$ cat src/rtl/xag_pkg.sv
`timescale 1ns/1ps
package xag_pkg;
    localparam int SEL_W   = 3;
    localparam int NWIN    = 2;
    localparam int PKT_W   = 4;
    localparam int REG_W   = 32;

    typedef enum logic [SEL_W-1:0] {
        SEL_CTRL = 3'd0,
        SEL_LO0  = 3'd1,
        SEL_HI0  = 3'd2,
        SEL_LO1  = 3'd3,
        SEL_HI1  = 3'd4,
        SEL_STAT = 3'd5
    } xag_sel_e;

    typedef struct packed {
        logic dw_irq;
        logic dw_deny;
        logic dw_en;
        logic sw_irq;
        logic sw_deny;
        logic sw_en;
    } xag_ctrl_t;

    typedef enum logic {
        CAP_OPEN = 1'b0,
        CAP_HELD = 1'b1
    } cap_state_e;
endpackage

$ cat src/rtl/xag_regs.sv
`timescale 1ns/1ps
module xag_regs
    import xag_pkg::*;
#(
    parameter int AW = 32
) (
    input  logic                     clk,
    input  logic                     rst_n,
    input  logic                     reg_wr,
    input  logic [SEL_W-1:0]         reg_sel,
    input  logic [REG_W-1:0]         reg_wdata,
    output xag_ctrl_t                ctrl_q,
    output logic [NWIN-1:0][AW-1:0]  lo_q,
    output logic [NWIN-1:0][AW-1:0]  hi_q
);
    always_ff @(posedge clk) begin
        if (!rst_n) begin
            ctrl_q <= '0;
        end else if (reg_wr && reg_sel == SEL_CTRL) begin
            ctrl_q.sw_en   <= reg_wdata[0];
            ctrl_q.sw_deny <= reg_wdata[1];
            ctrl_q.sw_irq  <= reg_wdata[2];
            ctrl_q.dw_en   <= reg_wdata[4];
            ctrl_q.dw_deny <= reg_wdata[5];
            ctrl_q.dw_irq  <= reg_wdata[6];
        end
    end

    for (genvar w = 0; w < NWIN; w++) begin : g_win
        localparam logic [SEL_W-1:0] LO_SEL = SEL_W'(1 + 2 * w);
        localparam logic [SEL_W-1:0] HI_SEL = SEL_W'(2 + 2 * w);
        always_ff @(posedge clk) begin
            if (!rst_n) begin
                lo_q[w] <= '0;
                hi_q[w] <= '0;
            end else if (reg_wr) begin
                if (reg_sel == LO_SEL) lo_q[w] <= reg_wdata[AW-1:0];
                if (reg_sel == HI_SEL) hi_q[w] <= reg_wdata[AW-1:0];
            end
        end
    end
endmodule

$ cat src/rtl/xag_window.sv
`timescale 1ns/1ps
module xag_window
    import xag_pkg::*;
#(
    parameter int AW = 32
) (
    input  logic                     clk,
    input  logic                     rst_n,
    input  logic                     acc_valid,
    input  logic [AW-1:0]            acc_addr,
    input  logic                     acc_write,
    input  xag_ctrl_t                ctrl,
    input  logic [NWIN-1:0][AW-1:0]  lo,
    input  logic [NWIN-1:0][AW-1:0]  hi,
    output logic                     viol,
    output logic                     viol_dual
);
    logic [NWIN-1:0] in_win;

    for (genvar w = 0; w < NWIN; w++) begin : g_cmp
        assign in_win[w] = (acc_addr >= lo[w]) && (acc_addr <= hi[w]);
    end

    logic outside;
    logic deny;
    always_comb begin
        viol_dual = 1'b0;
        outside   = 1'b0;
        deny      = 1'b0;
        if (ctrl.dw_en) begin
            viol_dual = 1'b1;
            outside   = ~|in_win;
            deny      = ctrl.dw_deny;
        end else if (ctrl.sw_en) begin
            outside   = ~in_win[0];
            deny      = ctrl.sw_deny;
        end
        viol = acc_valid && outside && (deny || acc_write);
    end

    a_r5_off_quiet: assert property (@(posedge clk) disable iff (!rst_n)
        (!ctrl.sw_en && !ctrl.dw_en) |-> !viol);

    a_r2_inside0_ok: assert property (@(posedge clk) disable iff (!rst_n)
        (ctrl.sw_en && !ctrl.dw_en && acc_addr >= lo[0] && acc_addr <= hi[0]) |-> !viol);

    a_r3_read_allowed: assert property (@(posedge clk) disable iff (!rst_n)
        (!acc_write && !ctrl.dw_en && !ctrl.sw_deny) |-> !viol);
endmodule

$ cat src/rtl/xag_capture.sv
`timescale 1ns/1ps
module xag_capture
    import xag_pkg::*;
(
    input  logic              clk,
    input  logic              rst_n,
    input  logic              viol,
    input  logic              viol_dual,
    input  logic              irq_en,
    input  logic [PKT_W-1:0]  acc_pkt,
    input  logic              stat_rd,
    input  logic              dbg_mode,
    input  logic              clr_sw,
    input  logic              clr_dw,
    output logic              sw_flag_q,
    output logic              dw_flag_q,
    output logic [PKT_W-1:0]  pkt_q,
    output logic              held,
    output logic              err_pulse
);
    cap_state_e state_q, state_d;
    logic       load_pkt;

    always_ff @(posedge clk) begin
        if (!rst_n) state_q <= CAP_OPEN;
        else        state_q <= state_d;
    end

    always_comb begin
        state_d  = state_q;
        load_pkt = 1'b0;
        unique case (state_q)
            CAP_OPEN: begin
                if (viol) begin
                    state_d  = CAP_HELD;
                    load_pkt = 1'b1;
                end
            end
            CAP_HELD: begin
                if (stat_rd && !dbg_mode) state_d = CAP_OPEN;
            end
            default: state_d = CAP_OPEN;
        endcase
    end

    always_ff @(posedge clk) begin
        if (!rst_n) begin
            pkt_q     <= '0;
            sw_flag_q <= 1'b0;
            dw_flag_q <= 1'b0;
            err_pulse <= 1'b0;
        end else begin
            if (load_pkt) pkt_q <= acc_pkt;
            sw_flag_q <= (sw_flag_q && !clr_sw) || (viol && !viol_dual);
            dw_flag_q <= (dw_flag_q && !clr_dw) || (viol && viol_dual);
            err_pulse <= viol && irq_en;
        end
    end

    assign held = (state_q == CAP_HELD);

    a_r6_hold_pkt: assert property (@(posedge clk) disable iff (!rst_n)
        (state_q == CAP_HELD && !(stat_rd && !dbg_mode)) |=> ($stable(pkt_q) && state_q == CAP_HELD));

    a_r6_capture_first: assert property (@(posedge clk) disable iff (!rst_n)
        (state_q == CAP_OPEN && viol) |=> (state_q == CAP_HELD && pkt_q == $past(acc_pkt)));

    a_r7_dbg_freeze: assert property (@(posedge clk) disable iff (!rst_n)
        (state_q == CAP_HELD && dbg_mode) |=> state_q == CAP_HELD);

    a_r8_err_flagged: assert property (@(posedge clk) disable iff (!rst_n)
        err_pulse |-> (sw_flag_q || dw_flag_q));
endmodule

$ cat src/rtl/xfer_addr_guard.sv
`timescale 1ns/1ps
module xfer_addr_guard
    import xag_pkg::*;
#(
    parameter int AW = 32
) (
    input  logic              clk,
    input  logic              rst_n,
    input  logic              acc_valid,
    input  logic [AW-1:0]     acc_addr,
    input  logic              acc_write,
    input  logic [3:0]        acc_pkt,
    input  logic              dbg_mode,
    input  logic              reg_wr,
    input  logic              reg_rd,
    input  logic [2:0]        reg_sel,
    input  logic [31:0]       reg_wdata,
    output logic [31:0]       reg_rdata,
    output logic              err_pulse
);
    xag_ctrl_t                ctrl_q;
    logic [NWIN-1:0][AW-1:0]  lo_q, hi_q;
    logic                     viol, viol_dual;
    logic                     sw_flag, dw_flag, held;
    logic [PKT_W-1:0]         pkt_q;

    wire stat_sel = (reg_sel == SEL_STAT);
    wire irq_en   = ctrl_q.dw_en ? ctrl_q.dw_irq : ctrl_q.sw_irq;

    xag_regs #(.AW(AW)) u_regs (
        .clk(clk), .rst_n(rst_n), .reg_wr(reg_wr), .reg_sel(reg_sel),
        .reg_wdata(reg_wdata), .ctrl_q(ctrl_q), .lo_q(lo_q), .hi_q(hi_q)
    );

    xag_window #(.AW(AW)) u_window (
        .clk(clk), .rst_n(rst_n), .acc_valid(acc_valid), .acc_addr(acc_addr),
        .acc_write(acc_write), .ctrl(ctrl_q), .lo(lo_q), .hi(hi_q),
        .viol(viol), .viol_dual(viol_dual)
    );

    xag_capture u_capture (
        .clk(clk), .rst_n(rst_n), .viol(viol), .viol_dual(viol_dual),
        .irq_en(irq_en), .acc_pkt(acc_pkt), .stat_rd(reg_rd && stat_sel),
        .dbg_mode(dbg_mode), .clr_sw(reg_wr && stat_sel && reg_wdata[0]),
        .clr_dw(reg_wr && stat_sel && reg_wdata[1]), .sw_flag_q(sw_flag),
        .dw_flag_q(dw_flag), .pkt_q(pkt_q), .held(held), .err_pulse(err_pulse)
    );

    always_comb begin
        reg_rdata = '0;
        case (reg_sel)
            SEL_CTRL: reg_rdata = {25'd0, ctrl_q.dw_irq, ctrl_q.dw_deny, ctrl_q.dw_en,
                                   1'b0, ctrl_q.sw_irq, ctrl_q.sw_deny, ctrl_q.sw_en};
            SEL_LO0:  reg_rdata = 32'(lo_q[0]);
            SEL_HI0:  reg_rdata = 32'(hi_q[0]);
            SEL_LO1:  reg_rdata = 32'(lo_q[1]);
            SEL_HI1:  reg_rdata = 32'(hi_q[1]);
            SEL_STAT: reg_rdata = {16'd0, held, 3'd0, pkt_q, 6'd0, dw_flag, sw_flag};
            default:  reg_rdata = '0;
        endcase
    end

    a_r1_quiet_reset: assert property (@(posedge clk) disable iff (!rst_n)
        $past(!rst_n) |-> !err_pulse);
endmodule

$ cat config.mk
export PLATFORM = sky130hd
export DESIGN_NAME = xfer_addr_guard
export DESIGN_NICKNAME = d
export VERILOG_FILES = /design/src/rtl/xag_pkg.sv /design/src/rtl/xag_regs.sv /design/src/rtl/xag_window.sv /design/src/rtl/xag_capture.sv /design/src/rtl/xfer_addr_guard.sv
export SDC_FILE = /design/constraint.sdc
export NUM_CORES = 1
export LEC_CHECK = 0
export ABC_AREA = 1
export BUFFER_PORTS_ARGS = -buffer_cell sky130_fd_sc_hd__buf_2
export CAP_MARGIN = 5
export CORE_MARGIN = 10
export CORE_UTILIZATION = 30
export DETAILED_ROUTE_END_ITERATION = 6
export GPL_TIMING_DRIVEN = 1
export SYNTH_ARGS = -nofsm -noshare
export SYNTH_HDL_FRONTEND = slang
export SYNTH_HIERARCHICAL = 1
export SYNTH_SLANG_ARGS = --single-unit
$ cat constraint.sdc
create_clock -name clk -period 4.22 [get_ports clk]
set_clock_uncertainty 0.1 [all_clocks]
set_input_delay 0.844 -clock clk [delete_from_list [all_inputs] [get_ports clk]]
set_output_delay 0.844 -clock clk [all_outputs]
set_load 0.01 [all_outputs]
# Yosys cells after proc, flatten, opt, wreduce, memory -nomap -nowiden

Index checks and enable logic that the tools add are counted.

Flip-flop bits (word level): 142
Bits of input ports: 78
Output and inout port bits: 33
Logic and storage cells: 66

Magnitude comparators: 4
Equal/unequal tests: 5
Mux-type cells: 11
Bitwise logic cells: 2
Reduce and logical (&&, ||, !) cells: 29

Operators with widths:

| kind               | count |
|---|---|
| $pmux 32 s6        | 1 |
| $ge 32x32->1       | 2 |
| $le 32x32->1       | 2 |
| $logic_and 1x1->1  | 15 |
| $mux 1             | 9 |
| $reduce_and 2->1   | 4 |
| $eq 3x2->1 const B | 2 |
| $eq 3x3->1 const B | 2 |
| $logic_not 1->1    | 5 |
| $eq 3x1->1 const B | 1 |
| $logic_not 3->1    | 1 |
| $logic_or 1x1->1   | 3 |
| $not 1->1          | 2 |
| $pmux 1 s2         | 1 |
| $reduce_or 2->1    | 1 |

# Longest topological paths before layout

Gate-level depths: netlist of the first run.

Word-level depth: 9
Depth in mapped cells: 21
Depth with buffers taken out: 21

# Modules after synthesis

Netlist of the first run, hierarchy kept.

Modules (own cells, without submodules):

| module          | times used | cells an instance | area each (µm²) | seq. area each (µm²) |
|---|---|---|---|---|
| xag_regs        | 1          | 777               | 5353.9          | 2682.6 |
| xag_window      | 1          | 566               | 3433.3          | 0.0 |
| xfer_addr_guard | 1          | 327               | 1549.0          | 0.0 |
| xag_capture     | 1          | 41                | 309.0           | 160.2 |

# Worst setup path after synthesis of the first run

Ideal clock, no wire load.

Path kind: input port to output port
Start: input port reg_sel[2]
End: output port reg_rdata[2]
Arrival time: 1.576 ns
Required time: 3.276 ns
Setup slack: 1.700 ns
Stages: 8
Path buffers: 3
Cell sequence: buf_6 inv_6 nand3_2 buf_6 buf_6 nor2_1 nor2_1 nand2_1

Cells in the longest elaborated chain, start to end: 2
Elaborated cells on any way between the ends: 7
Classes of those cells: eq/ne (5); mux (1); reduce/logical (1)

Ends and longest elaborated chain:

| item                                     | line                  | source |
|---|---|---|
| from (decl)                              | xfer_addr_guard.sv:16 | `input logic [2:0] reg_sel,` |
| $eq 3x3->1, or another cell as far along | xfer_addr_guard.sv:51 | `case (reg_sel)` |
| $pmux 32 s6 (*)                          | xfer_addr_guard.sv:51 |  |
| to (decl)                                | xfer_addr_guard.sv:18 | `output logic [31:0] reg_rdata,` |

Every way passes the cells marked *; elsewhere a longest branch is shown, timed or not.

# Final worst setup path of the first run

Start: input port reg_sel[0]
End: output port reg_rdata[21]

The elaborated chain is that of the path after synthesis.

==> impl_metrics.ini, run 1 <==
[placed_design]
place_area_um2 = 11400
dp_cells = 2216
port_buffers = 110
dp_hpwl_mm = 26.2
gp_congestion = 0.874

[route]
antenna_left = 0
routed_wl_mm = 36.3
vias = 10600
drtIter0Drc = 838
drtPass1Iterations = 5
drc_errors = 0
vias_per_cell = 4.73
avgRoutedWirePerCell_um = 16.1

[worst_setup_path]
crit_buf_inv = 3
critical-path-top-delay-family = buffers and inverters
required_ps = 3280
critPathMaxFanout = 24
cp.arrival_ps = 2600
critPathLaunchType = input pin
endpoint_kind = output port
r2r_start = u_regs/hi_q[7]$_SDFFE_PN0P_
r2r_cells = 18
cp_cell_sequence = buf_2, nand3_2, buf_4, nor2_1, a21oi_1, nand2_1, buf_2
crit_path_start = reg_sel[0]
slowest_stage = buf_2
crit_top_cell = buf_2
critPathKind = input pin to output port
crit_cells = 7
cpPeakStageDelay_ps = 490

[sta]
timing.final.crit_period_ps = 3550
slew_viol_final = 0
finalSetupTns_ps = 0
relSlewSlack_pct = 34.4
max_clock_freq_mhz = 282
rsz0062_at_grt = false
finalHoldViolCount = 0
tightest_slew_ps = 985
setup_viol = 0
min_period_over_period_pct = 84.0

[logic_synthesis]
netlist.area_leader.share_pct = 26.7
yosysMostFrequentCell = nor2_1
synthTopCellsByCount = 374 x nor2_1, 336 x nand2_1, 287 x inv_1
syn_area_per_cell_um2 = 6.22
yosysTopAreaCell = dfxtp_1
synth_area_um2 = 10600
mappedNetlistNets = 1917
synth_enable_flop_cells = 0
yosysSeqAreaShare_pct = 26.7
synthCells = 1711
synth_ff_type = dfxtp_1
synth_cell_type_count = 34
async_flop_share_pct = 0
synthTopCellsByArea = dfxtp_1 27%, ha_1 15%, nor2_1 13%
yosys_warnings = 6
ys_seq_elements = 142

[power_and_ir_drop]
p_total_mw = 3.77
powerDensity_nw_per_um2 = 312
clkPwrFrac_pct = 44.9
p_comb_share_pct = 17.4
p_leak_nw = 5.44
p_int_mw = 2.66
pwr-share-seq_pct = 37.8
swShare_pct = 29.5
ir_drop_mv = 0.267
p_switching_mw = 1.11

[floorplan]
start_util_pct = 30.6
core_area_um2 = 34800
ios = 111
die_x_um = 208
dieArea_um2 = 43400
rows = 68
die_height_um = 208

[clocking]
cts_setup_buffers = 0
h-tree-depth = 4
clock-sinks = 142
clock_latency_ps = 440
numCtsBuffers = 17
cts_tree = done
clk_pin_slew_ps = 60
root_buffer = clkbuf_16
holdBufCountCts = 0
clockBufferDepth = 2
cts_resized = 0

[final_layout]
multi_input_area_um2 = 6240
seq_area_um2 = 2840
final_cell_area_um2 = 12100
fin_cells = 2251
area_delta_synth_final_pct = 13.6
nNetsFinal = 1986
fillers = 3786
layout-drive-gt1-share_pct = 10.2

[outcome]
outcome = completed

[hold_path]
hold_depth = 2
hp-start = u_capture/dw_flag_q$_SDFF_PN0_
hold_path_class = register to register

[global_route]
grt_use_total_pct = 16.3
grt_pass1_vias = 10200
grt_overflow_total = 0
grt_antenna_before_repair = 5
grt_max_degree = 89
grt_pass1_wl_mm = 56.5

[job]
cap_violations = 0
logic make-up after synthesis:
kind of cell / Yosys count / synth area share [%]
buf+inv: 370 / 14.8
simple gates: 945 / 37.2
flops: 142 / 26.7
mux: 1 / 0.106
compound gates: 125 / 6.16
fa+ha+maj: 128 / 15.0
worst register-to-register path: cells and delay by family, from the launching register on:
family,cells,cell delay [ps]
buf+inv,2,150
flops,1,350
fa+ha+maj,1,280
simple gates,15,1690
stage by stage:
step / setup slack (ps) / hold WS, ps / util [%]
after floorplan: 1700 / 335 / -
after global placement: 726 / 361 / 32.9
after detailed placement: 699 / 361 / 32.9
after CTS: 652 / 370 / 34.7
after global routing: 557 / 402 / 34.7
final: 675 / 368 / 34.8
power groups by stage:
stage,clock [mW],combinational (mW),sequential [mW]
after detailed placement,0,0.647,1.45
after CTS,1.72,0.651,1.42
final,1.69,0.655,1.42
after global routing,1.78,0.744,1.43
after floorplan,0,0.445,1.44
after global placement,0,0.631,1.45
routing by layer:
metal  GRT usage (%)  part of all wire (%)  vias up
met2            27.2                    47      313
li1                -                     -     5456
met5               0                  0.11        -
met3            3.29                   6.7       53
met1            20.4                    44     4817
met4            5.08                   1.9        6
state kept, by name (all words and copies together), names as in the netlist:
signal	flops
u_regs/lo_q	64
u_regs/hi_q	64
u_capture/held	1
u_capture/dw_flag_q	1
u_regs/ctrl_q	6
u_capture/pkt_q	4
u_capture/err_pulse	1
u_capture/sw_flag_q	1
final cells by class:
cell class              count  share of cell area (%)
inverters                 295                    9.22
well taps                 455                    4.71
multi-input cells        1199                    51.6
diodes                      3                  0.0621
flip-flops and latches    142                    23.5
repair buffers            125                    5.61
clock buffers              18                    3.55
clock inverters            14                    1.78
worst paths after layout:
path | end | slack [ps]
setup / recovery | reg_rdata[21] | 670
hold / removal | u_capture/dw_flag_q$_SDFF_PN0_ | 370
setup reg to reg | u_capture/pkt_q[0]$_SDFFE_PN0P_ | 1580
hold reg to reg | u_capture/dw_flag_q$_SDFF_PN0_ | 370
cell usage in the layout (no fill, tap or decap), types with 18 or more instances in the layout:
cell type  instances
a21oi_1           79
buf_2            109
dfxtp_1          142
ha_1             128
inv_1            287
nand2_1          336
nand3_1          184
nand4_1           25
nor2_1           372
o21ai_0           18
(Power assumes the default switching activity.)
==> inputs of run 2 (changes only) <==
clock period = 3.7 ns   (was 4.22 ns; I/O delays follow)
==> impl_metrics.ini, run 2 (synthesis gave the netlist of run 1 again) <==
[worst_setup_path]
critPathLaunchType = input pin
critPathKind = input pin to output port
r2r_cells = 18
required_ps = 2860
regToRegSetupSlack_ps = 1100
r2r_start = u_regs/hi_q[15]$_SDFFE_PN0P_
critPathMaxFanout = 16
endpoint_kind = output port
cp.arrival_ps = 2470
reg2reg_to = u_capture/pkt_q[2]$_SDFFE_PN0P_

[route]
routed_wl_mm = 36.5
antenna_left = 0
dr.max_layer_used = met5
vias = 10700
drt-met1-wl_mm = 16.1
wl_met3_mm = 2.34
drtPass1Iterations = 5
dr_wl_met2_mm = 17.0
avgRoutedWirePerCell_um = 16.2
vias_per_cell = 4.75
drc_errors = 0
drtIter0Drc = 600

[final_layout]
nNetsFinal = 1992
area_delta_synth_final_pct = 14.5
layout_common_cells = 372 x nor2_1, 336 x nand2_1, 287 x inv_1
layout-drive-gt1-share_pct = 10.5
final_cell_area_um2 = 12200
mostFrequentLayoutCell = nor2_1
reg_top3 = u_regs/hi_q x64, u_regs/lo_q x64, u_regs/ctrl_q x6

[power_and_ir_drop]
p_int_mw = 3.01
p_switching_mw = 1.30
swShare_pct = 30.1
p_leak_nw = 5.47
clkPwrFrac_pct = 44.7
powerDensity_nw_per_um2 = 353
p_comb_share_pct = 17.6
ir_drop_mv = 0.314
pwr-share-seq_pct = 37.8

[sta]
max_clock_freq_mhz = 302
min_period_over_period_pct = 89.5
worst_hold_slack_ps = 370
relSlewSlack_pct = 43.8
slew_viol_final = 0
timing.final.crit_period_ps = 3310
layout_setup_ws_ps = 389
tightest_slew_ps = 842
setup_viol = 0
finalSetupTns_ps = 0
finalHoldViolCount = 0
rsz0062_at_grt = false

[hold_path]
hold_path_class = register to register
whs_endpoint = u_capture/dw_flag_q$_SDFF_PN0_
hold_depth = 2
hp-start = u_capture/dw_flag_q$_SDFF_PN0_

[clocking]
clock_latency_ps = 440
cts_setup_buffers = 0
cts_tree = done
clockBufferDepth = 2
clock-sinks = 142
root_buffer = clkbuf_16
holdBufCountCts = 0
cts_resized = 0
h-tree-depth = 4
numCtsBuffers = 17
clk_pin_slew_ps = 60

[global_route]
grt_antenna_before_repair = 4
grt_max_degree = 72
grt_pass1_wl_mm = 57.2
grt_use_total_pct = 16.4
grt_pass1_vias = 10300
grt_overflow_total = 0

[placed_design]
gp_congestion = 0.882
place_area_um2 = 11500
pre_cts_ws_ps = 394
dp_hpwl_mm = 26.7
port_buffers = 110

[floorplan]
die_x_um = 208
die_height_um = 208
ios = 111
rows = 68
start_util_pct = 30.6
dieArea_um2 = 43400
core_area_um2 = 34800

[job]
cap_violations = 0

[outcome]
outcome = completed
## run 2: cell count changes in the layout (fill, tap and decap cells not counted)
| cell | previous run | this run |
|---|---|---|
| bufinv_16 | 5 | 4 |
| clkbuf_8 | 0 | 1 |
| buf_4 | 15 | 17 |
| buf_12 | 1 | 5 |
| clkinvlp_4 | 2 | 3 |
| clkbuf_1 | 1 | 0 |
| clkinv_4 | 3 | 2 |
| clkinv_2 | 3 | 0 |
| inv_6 | 2 | 6 |
| diode_2 | 3 | 1 |
## run 2: worst max-delay path by stage
stage                             from                               to  slack, ps  cells past startpoint
after floorplan           acc_addr[31]  u_capture/pkt_q[0]$_SDFFE_PN0P_       1330                     14
after global placement      reg_sel[1]                     reg_rdata[3]        410                      7
after detailed placement    reg_sel[1]                     reg_rdata[3]        390                      7
after CTS                   reg_sel[1]                     reg_rdata[3]        390                      7
after global routing        reg_sel[1]                     reg_rdata[3]        280                      7
final                       reg_sel[1]                     reg_rdata[3]        390                      7
## run 2: stage by stage
step	instances	utilization, %	total power, mW
finish	2255	35.0	4.30
global route	2255	35.0	4.50
CTS	2254	35.0	4.32
detailed placement	2222	33.2	2.40
global placement	2222	33.2	2.38
floorplan	1711	-	2.15
## run 2: area by class of cell
class	count	area, um^2
fillers	3770	22600
multi-input cells	1199	6240
flip-flops and latches	142	2840
inverters	295	1110
repair buffers	131	773
well taps	455	569
clock buffers	18	439
clock inverters	14	204
diodes	1	2.50
## run 2: power by group through the flow
stage / clock network, mW / registers (mW) / logic (mW)
floorplan: 0 / 1.64 / 0.508
global placement: 0 / 1.66 / 0.726
detailed placement: 0 / 1.66 / 0.745
CTS: 1.95 / 1.62 / 0.751
global route: 2.01 / 1.63 / 0.858
finish: 1.92 / 1.62 / 0.757
## run 2: critical path, stage by stage
cell     delay [ps]
buf_2           340
nand3_2         590
buf_4           380
nor2_1           90
a21oi_1          50
nand2_1         130
buf_2           150
## run 2: routing by layer
metal  global-route usage [%]  up-vias
met5                        0        -
met4                     5.73        6
met3                     3.18       61
met2                     27.6      336
met1                     20.4     4845
li1                         -     5470
